[src/rtl/pmb_pkg.sv]
`timescale 1ns/1ps
package pmb_pkg;

    typedef enum logic [1:0] {
        MAP_BLOCK    = 2'd0,
        MAP_CYCLIC   = 2'd1,
        MAP_COMPLETE = 2'd2
    } map_mode_e;

    localparam int SLOTS_PER_BANK = 2;

    typedef struct packed {
        logic take;
        logic slot;
    } grant_t;

    function automatic int span_of(int depth, int factor);
        return (depth + factor - 1) / factor;
    endfunction

    function automatic int width_of(int n);
        return (n > 1) ? $clog2(n) : 1;
    endfunction

    // number of words stored in bank b
    function automatic int bank_len(map_mode_e mode, int depth, int factor, int b);
        int n;
        if (mode == MAP_CYCLIC) begin
            n = (depth - b + factor - 1) / factor;
        end else begin
            n = depth - b * span_of(depth, factor);
            if (n > span_of(depth, factor)) n = span_of(depth, factor);
        end
        if (n < 1) n = 1;
        return n;
    endfunction

endpackage

[src/rtl/pmb_decode.sv]
`timescale 1ns/1ps
module pmb_decode
    import pmb_pkg::*;
#(
    parameter int        DEPTH  = 22,
    parameter int        FACTOR = 4,
    parameter map_mode_e MODE   = MAP_BLOCK,
    parameter int        IW     = 6,
    parameter int        BW     = 2,
    parameter int        OW     = 3
) (
    input  logic [IW-1:0] idx,
    output logic [BW-1:0] bank,
    output logic [OW-1:0] offset,
    output logic          in_range
);
    localparam int SPAN = span_of(DEPTH, FACTOR);

    always_comb begin
        in_range = (int'(idx) < DEPTH);
        bank     = '0;
        offset   = '0;
        if (in_range) begin
            if (MODE == MAP_CYCLIC) begin
                bank   = BW'(int'(idx) % FACTOR);
                offset = OW'(int'(idx) / FACTOR);
            end else if (MODE == MAP_BLOCK) begin
                bank   = BW'(int'(idx) / SPAN);
                offset = OW'(int'(idx) % SPAN);
            end
        end
    end
endmodule

[src/rtl/pmb_arbiter.sv]
`timescale 1ns/1ps
module pmb_arbiter
    import pmb_pkg::*;
#(
    parameter int NPORT     = 4,
    parameter int FACTOR    = 4,
    parameter int BW        = 2,
    parameter bit UNLIMITED = 1'b0
) (
    input  logic [NPORT-1:0] want,
    input  logic [BW-1:0]    bank [NPORT],
    output grant_t           gnt  [NPORT]
);
    logic [1:0] used [FACTOR];

    // lowest port first; each bank hands out slot 0 then slot 1
    always_comb begin
        for (int b = 0; b < FACTOR; b++) used[b] = 2'd0;
        for (int p = 0; p < NPORT; p++) begin
            gnt[p] = '{take: 1'b0, slot: 1'b0};
            if (want[p]) begin
                if (UNLIMITED) begin
                    gnt[p].take = 1'b1;
                end else if (used[bank[p]] < 2'(SLOTS_PER_BANK)) begin
                    gnt[p].take    = 1'b1;
                    gnt[p].slot    = used[bank[p]][0];
                    used[bank[p]]  = used[bank[p]] + 2'd1;
                end
            end
        end
    end
endmodule

[src/rtl/pmb_bank.sv]
`timescale 1ns/1ps
module pmb_bank #(
    parameter int LEN = 6,
    parameter int W   = 16,
    parameter int OW  = 3
) (
    input  logic          clk,
    input  logic [1:0]    en,
    input  logic [1:0]    we,
    input  logic [OW-1:0] addr  [2],
    input  logic [W-1:0]  wdata [2],
    output logic [W-1:0]  rdata [2]
);
    logic [W-1:0] store [LEN];

    // reads see the old word; slot 1 (higher port) write lands last
    always_ff @(posedge clk) begin
        for (int s = 0; s < 2; s++) begin
            if (en[s]) begin
                if (we[s]) store[addr[s]] <= wdata[s];
                else       rdata[s]       <= store[addr[s]];
            end
        end
    end
endmodule

[src/rtl/pmb_regs.sv]
`timescale 1ns/1ps
module pmb_regs #(
    parameter int NPORT = 4,
    parameter int DEPTH = 22,
    parameter int W     = 16,
    parameter int IW    = 6
) (
    input  logic               clk,
    input  logic [NPORT-1:0]   en,
    input  logic [NPORT-1:0]   we,
    input  logic [NPORT*IW-1:0] idx,
    input  logic [NPORT*W-1:0] wdata,
    output logic [W-1:0]       rdata [NPORT]
);
    logic [W-1:0] cells [DEPTH];

    always_ff @(posedge clk) begin
        for (int p = 0; p < NPORT; p++) begin
            if (en[p]) begin
                if (we[p]) cells[idx[p*IW +: IW]] <= wdata[p*W +: W];
                else       rdata[p]               <= cells[idx[p*IW +: IW]];
            end
        end
    end
endmodule

[src/rtl/pmb_mem.sv]
`timescale 1ns/1ps
module pmb_mem
    import pmb_pkg::*;
#(
    parameter int        NPORT  = 4,
    parameter int        DEPTH  = 22,
    parameter int        WIDTH  = 16,
    parameter int        FACTOR = 4,
    parameter map_mode_e MODE   = MAP_BLOCK,
    parameter int        IDX_W  = $clog2(DEPTH) + 1
) (
    input  logic                   clk,
    input  logic                   rst,
    input  logic [NPORT-1:0]       req_en,
    input  logic [NPORT-1:0]       req_we,
    input  logic [NPORT*IDX_W-1:0] req_idx,
    input  logic [NPORT*WIDTH-1:0] req_wdata,
    output logic                   stall,
    output logic                   done,
    output logic                   err,
    output logic [NPORT-1:0]       rd_valid,
    output logic [NPORT*WIDTH-1:0] rd_data
);
    localparam int  SPAN    = span_of(DEPTH, FACTOR);
    localparam int  BW      = width_of(FACTOR);
    localparam int  OW      = width_of(SPAN);
    localparam bit  FLAT    = (MODE == MAP_COMPLETE);

    logic [NPORT-1:0] served_q;
    logic [NPORT-1:0] pending;
    logic [NPORT-1:0] in_rng;
    logic [NPORT-1:0] oor;
    logic [NPORT-1:0] take;
    logic [BW-1:0]    p_bank [NPORT];
    logic [OW-1:0]    p_off  [NPORT];
    grant_t           gnt    [NPORT];
    logic [WIDTH-1:0] port_rd [NPORT];

    // ---------------- index decode ----------------
    for (genvar p = 0; p < NPORT; p++) begin : g_dec
        pmb_decode #(
            .DEPTH (DEPTH), .FACTOR(FACTOR), .MODE(MODE),
            .IW    (IDX_W), .BW    (BW),     .OW  (OW)
        ) u_dec (
            .idx     (req_idx[p*IDX_W +: IDX_W]),
            .bank    (p_bank[p]),
            .offset  (p_off[p]),
            .in_range(in_rng[p])
        );
    end

    // ---------------- arbitration ----------------
    assign pending = req_en & ~served_q;
    assign oor     = pending & ~in_rng;

    pmb_arbiter #(
        .NPORT(NPORT), .FACTOR(FACTOR), .BW(BW), .UNLIMITED(FLAT)
    ) u_arb (
        .want(pending & in_rng),
        .bank(p_bank),
        .gnt (gnt)
    );

    always_comb begin
        for (int p = 0; p < NPORT; p++) take[p] = gnt[p].take;
    end

    assign stall = |(pending & in_rng & ~take);
    assign done  = (|pending) && !stall;
    assign err   = |oor;

    always_ff @(posedge clk) begin
        if (rst)        served_q <= '0;
        else if (stall) served_q <= served_q | take | oor;
        else            served_q <= '0;
    end

    always_ff @(posedge clk) begin
        if (rst) rd_valid <= '0;
        else     rd_valid <= take & ~req_we;
    end

    // ---------------- storage ----------------
    if (FLAT) begin : g_flat
        pmb_regs #(
            .NPORT(NPORT), .DEPTH(DEPTH), .W(WIDTH), .IW(IDX_W)
        ) u_regs (
            .clk  (clk),
            .en   (take),
            .we   (req_we),
            .idx  (req_idx),
            .wdata(req_wdata),
            .rdata(port_rd)
        );
    end else begin : g_banked
        logic [1:0]       b_en   [FACTOR];
        logic [1:0]       b_we   [FACTOR];
        logic [OW-1:0]    b_addr [FACTOR][2];
        logic [WIDTH-1:0] b_wd   [FACTOR][2];
        logic [WIDTH-1:0] b_rd   [FACTOR][2];
        logic [BW-1:0]    bank_q [NPORT];
        logic             slot_q [NPORT];

        always_comb begin
            for (int b = 0; b < FACTOR; b++) begin
                b_en[b] = 2'b00;
                b_we[b] = 2'b00;
                for (int s = 0; s < 2; s++) begin
                    b_addr[b][s] = '0;
                    b_wd[b][s]   = '0;
                end
            end
            for (int p = 0; p < NPORT; p++) begin
                if (take[p]) begin
                    b_en[p_bank[p]][gnt[p].slot]   = 1'b1;
                    b_we[p_bank[p]][gnt[p].slot]   = req_we[p];
                    b_addr[p_bank[p]][gnt[p].slot] = p_off[p];
                    b_wd[p_bank[p]][gnt[p].slot]   = req_wdata[p*WIDTH +: WIDTH];
                end
            end
        end

        for (genvar b = 0; b < FACTOR; b++) begin : g_bank
            localparam int LEN = bank_len(MODE, DEPTH, FACTOR, b);
            pmb_bank #(.LEN(LEN), .W(WIDTH), .OW(OW)) u_bank (
                .clk  (clk),
                .en   (b_en[b]),
                .we   (b_we[b]),
                .addr (b_addr[b]),
                .wdata(b_wd[b]),
                .rdata(b_rd[b])
            );
        end

        // remember where each granted read went
        always_ff @(posedge clk) begin
            for (int p = 0; p < NPORT; p++) begin
                if (take[p]) begin
                    bank_q[p] <= p_bank[p];
                    slot_q[p] <= gnt[p].slot;
                end
            end
        end

        always_comb begin
            for (int p = 0; p < NPORT; p++) port_rd[p] = b_rd[bank_q[p]][slot_q[p]];
        end
    end

    always_comb begin
        for (int p = 0; p < NPORT; p++) rd_data[p*WIDTH +: WIDTH] = port_rd[p];
    end
endmodule

[config.mk]
export PLATFORM = sky130hd
export DESIGN_NAME = pmb_mem
export DESIGN_NICKNAME = d
export VERILOG_FILES = /design/src/rtl/pmb_pkg.sv /design/src/rtl/pmb_decode.sv /design/src/rtl/pmb_arbiter.sv /design/src/rtl/pmb_bank.sv /design/src/rtl/pmb_regs.sv /design/src/rtl/pmb_mem.sv
export SDC_FILE = /design/constraint.sdc
export NUM_CORES = 1
export LEC_CHECK = 0
export ABC_AREA = 0
export CORE_MARGIN = 5
export CORE_UTILIZATION = 30
export CTS_CLUSTER_DIAMETER = 80
export DETAILED_ROUTE_END_ITERATION = 8
export PLACE_DENSITY = 0.53
export SETUP_SLACK_MARGIN = 0.5
export SLEW_MARGIN = 40
export SYNTH_ARGS = -nofsm -noshare
export SYNTH_HDL_FRONTEND = slang
export SYNTH_HIERARCHICAL = 1
export SYNTH_SLANG_ARGS = --single-unit
[constraint.sdc]
create_clock -name clk -period 8.7 [get_ports clk]
set_input_delay 0.87 -clock clk [delete_from_list [all_inputs] [get_ports clk]]
set_output_delay 0.87 -clock clk [all_outputs]
set_load 0.005 [all_outputs]
==> flow_metrics.py <==
metrics = {
    "routing": {
        "via_count": 28874,
        "antenna_left": 0,
        "drt_iter0_drc": 3413,
        "via_per_inst": 6.03,
        "drcViolationCount": 0,
        "first_pass_iters": 5,
        "wl_per_cell_um": 31.4,
        "routed_wl_mm": 150,
    },
    "synthesis": {
        "syn_inst": 2985,
        "syn_nets": 3096,
        "syn_avg_cell_area_um2": 12.4,
        "syn_area_mm2": 0.0369,
        "yosysWarnings": 6,
    },
    "finish": {
        "area_growth_pct": 17.3,
        "fillers": 11907,
        "fin_nets": 3218,
        "drive_gt1_share_pct": 39.1,
        "utilization_pct": 35.5,
    },
    "critical_path": {
        "endpoint_kind": "flop",
        "timing.rr.end": "g_banked.g_bank[2].u_bank/store[2][5]$_DFFE_PP_",
        "crit_path_start": "req_idx[5]",
        "ff2ff_path_depth": 20,
        "start_kind": "input port",
        "regToRegStartpoint": "served_q[1]$_SDFF_PP0_",
        "critPathKind": "in -> reg",
        "crit_fanout": 17,
        "cp_data_arrival_time_ns": 7.85,
        "worstPathRequired_ns": 9.06,
        "r2r_slack_ns": 2.64,
    },
    "run": {
        "cap_violations": 0,
    },
    "place": {
        "dpl.hpwl_mm": 108,
        "gp_congestion": 0.910,
        "io_buffers": 168,
    },
    "clock_network": {
        "cts_buffers": 58,
        "postCtsSetupBuffers": 0,
        "clock_sinks": 500,
        "cts_htree_levels": 2,
        "cts_tree": "built",
        "cts.clk_slew.worst_paths_ns": 0.06,
        "clockBufferDepth": 3,
        "root_buffer": "clkbuf_16",
        "clock_latency_ns": 0.64,
        "ctsResizeCount": 0,
        "cts_hold_buf": 0,
    },
    "floorplanning": {
        "fp.dieW_um": 361,
        "core_mm2": 0.122,
        "initial_core_util_pct": 30.3,
        "rows": 128,
        "die-area_mm2": 0.130,
        "die_y_um": 361,
        "num_io_pins": 169,
    },
    "timing": {
        "tightest_slew_ns": 0.924,
        "maxSlewHeadroom_pct": 38.3,
        "fmax_mhz": 133,
        "hold_viol_final": 0,
        "fin_crit_ns": 7.49,
        "fin_crit_sh_pct": 86.1,
        "setup_violations": 0,
        "slew_violations": 0,
        "setup_tns_ns": 0,
        "rsz0062_at_grt": "false",
        "clock_skew_ns": 0.0310,
    },
    "power": {
        "p_per_area_mw_per_mm2": 149,
        "power.leakage_nw": 14.1,
        "vdd_drop_max_v": 0.000172,
    },
    "global_routing": {
        "grt_pass1_vias": 27932,
        "grt_max_degree": 51,
        "grt_remaining_overflow": 0,
        "grt_pass1_wl_mm": 212,
        "antenna_found_initial": 13,
        "grt_util_all_layers_pct": 22.1,
    },
    "hold_path": {
        "min_from": "served_q[1]$_SDFF_PP0_",
        "min_to": "served_q[1]$_SDFF_PP0_",
        "holdPathStages": 2,
        "hp-class": "reg -> reg",
    },
    "outcome": {
        "status": "finished clean",
    },
}
==> registers in the layout, summed over array words and instances, names as in the netlist <==
signal and cells:
g_banked.bank_q 8, served_q 4, g_banked.g_bank.u_bank/rdata 128, rd_valid 4, g_banked.g_bank.u_bank/store 352, g_banked.slot_q 4
==> where the power goes <==
| group | switching, W | leakage [nW] | internal [W] |
|---|---|---|---|
| sequential | 0.0000802 | 4.50 | 0.00274 |
| clock | 0.00103 | 0.849 | 0.00128 |
| combinational | 0.000705 | 8.77 | 0.000602 |
==> through the flow <==
step	hold WS [ns]	setup WS, ns	instance area, um^2	total power, W	std cells
2_1_floorplan	0.505	0.703	36900	0.00359	2985
3_3_place_gp	0.526	0.657	41000	0.00414	4633
3_5_place_dp	0.545	0.601	41500	0.00416	4659
4_1_cts	0.561	1.28	43200	0.00647	4762
5_1_grt	0.620	0.706	43300	0.00664	4776
6_report	0.556	1.21	43300	0.00644	4785
==> metal layers <==
layer  global-route usage [%]  wire length [um]  vias up
li1                         -                 -    12401
met1                     30.0             61800    14628
met2                     34.7             67100     1541
met3                     3.98             13700      304
met4                     9.27              7680        0
met5                        0                 0        -
==> final cells by class <==
cell class              instances  area, um^2  area share (%)
clock buffers                  73        1510            3.48
diodes                         10        25.0          0.0578
repair buffers                410        3540            8.17
multi-input cells            2085       20800            48.1
well taps                    1625        2030            4.69
flip-flops and latches        500       14900            34.5
clock inverters                30         231           0.534
inverters                      52         195           0.451
==> cells in the final DEF, fill, tap and decap left out, types with 58 or more instances in the layout <==
cell and instances:
a221o_1 66, nor3_1 74, a211oi_1 172, a221oi_1 85, mux2_2 535, nor2_1 178
edfxtp_1 492, buf_4 199, mux4_2 170, nand3_1 176, mux2i_1 107, clkdlybuf4s50_1 167
clkbuf_16 58
==> worst max path at each step <==
stage | endpoint | cells past startpoint
floorplan | g_banked.g_bank[2].u_bank/store[4][0]$_DFFE_PP_ | 23
finish | g_banked.g_bank[1].u_bank/store[5][4]$_DFFE_PP_ | 25
detailed placement | g_banked.g_bank[0].u_bank/store[1][6]$_DFFE_PP_ | 24
global route | g_banked.g_bank[1].u_bank/store[3][2]$_DFFE_PP_ | 25
global placement | g_banked.g_bank[2].u_bank/store[0][12]$_DFFE_PP_ | 26
CTS | g_banked.g_bank[0].u_bank/store[1][14]$_DFFE_PP_ | 24
==> critical path, stage by stage <==
cell and delay, ns:
clkdlybuf4s50_1 0.59, inv_1 0.12, ha_1 0.35, mux2i_1 0.12, o22ai_1 0.29, a211oi_1 0.09
a211oi_1 0.56, a21oi_2 0.16, buf_4 0.23, or2_1 0.28, a21oi_1 0.20, nand3_1 0.10
ha_1 0.33, a2111oi_0 0.07, a211oi_1 0.25, a21oi_1 0.11, a211oi_2 0.16, buf_4 0.26
nand4b_1 0.30, and2_1 0.39, a221oi_2 0.54, buf_4 0.29, nand2b_1 0.21, nor2_4 0.55
mux2_2 0.41
(Power assumes the default switching activity.)
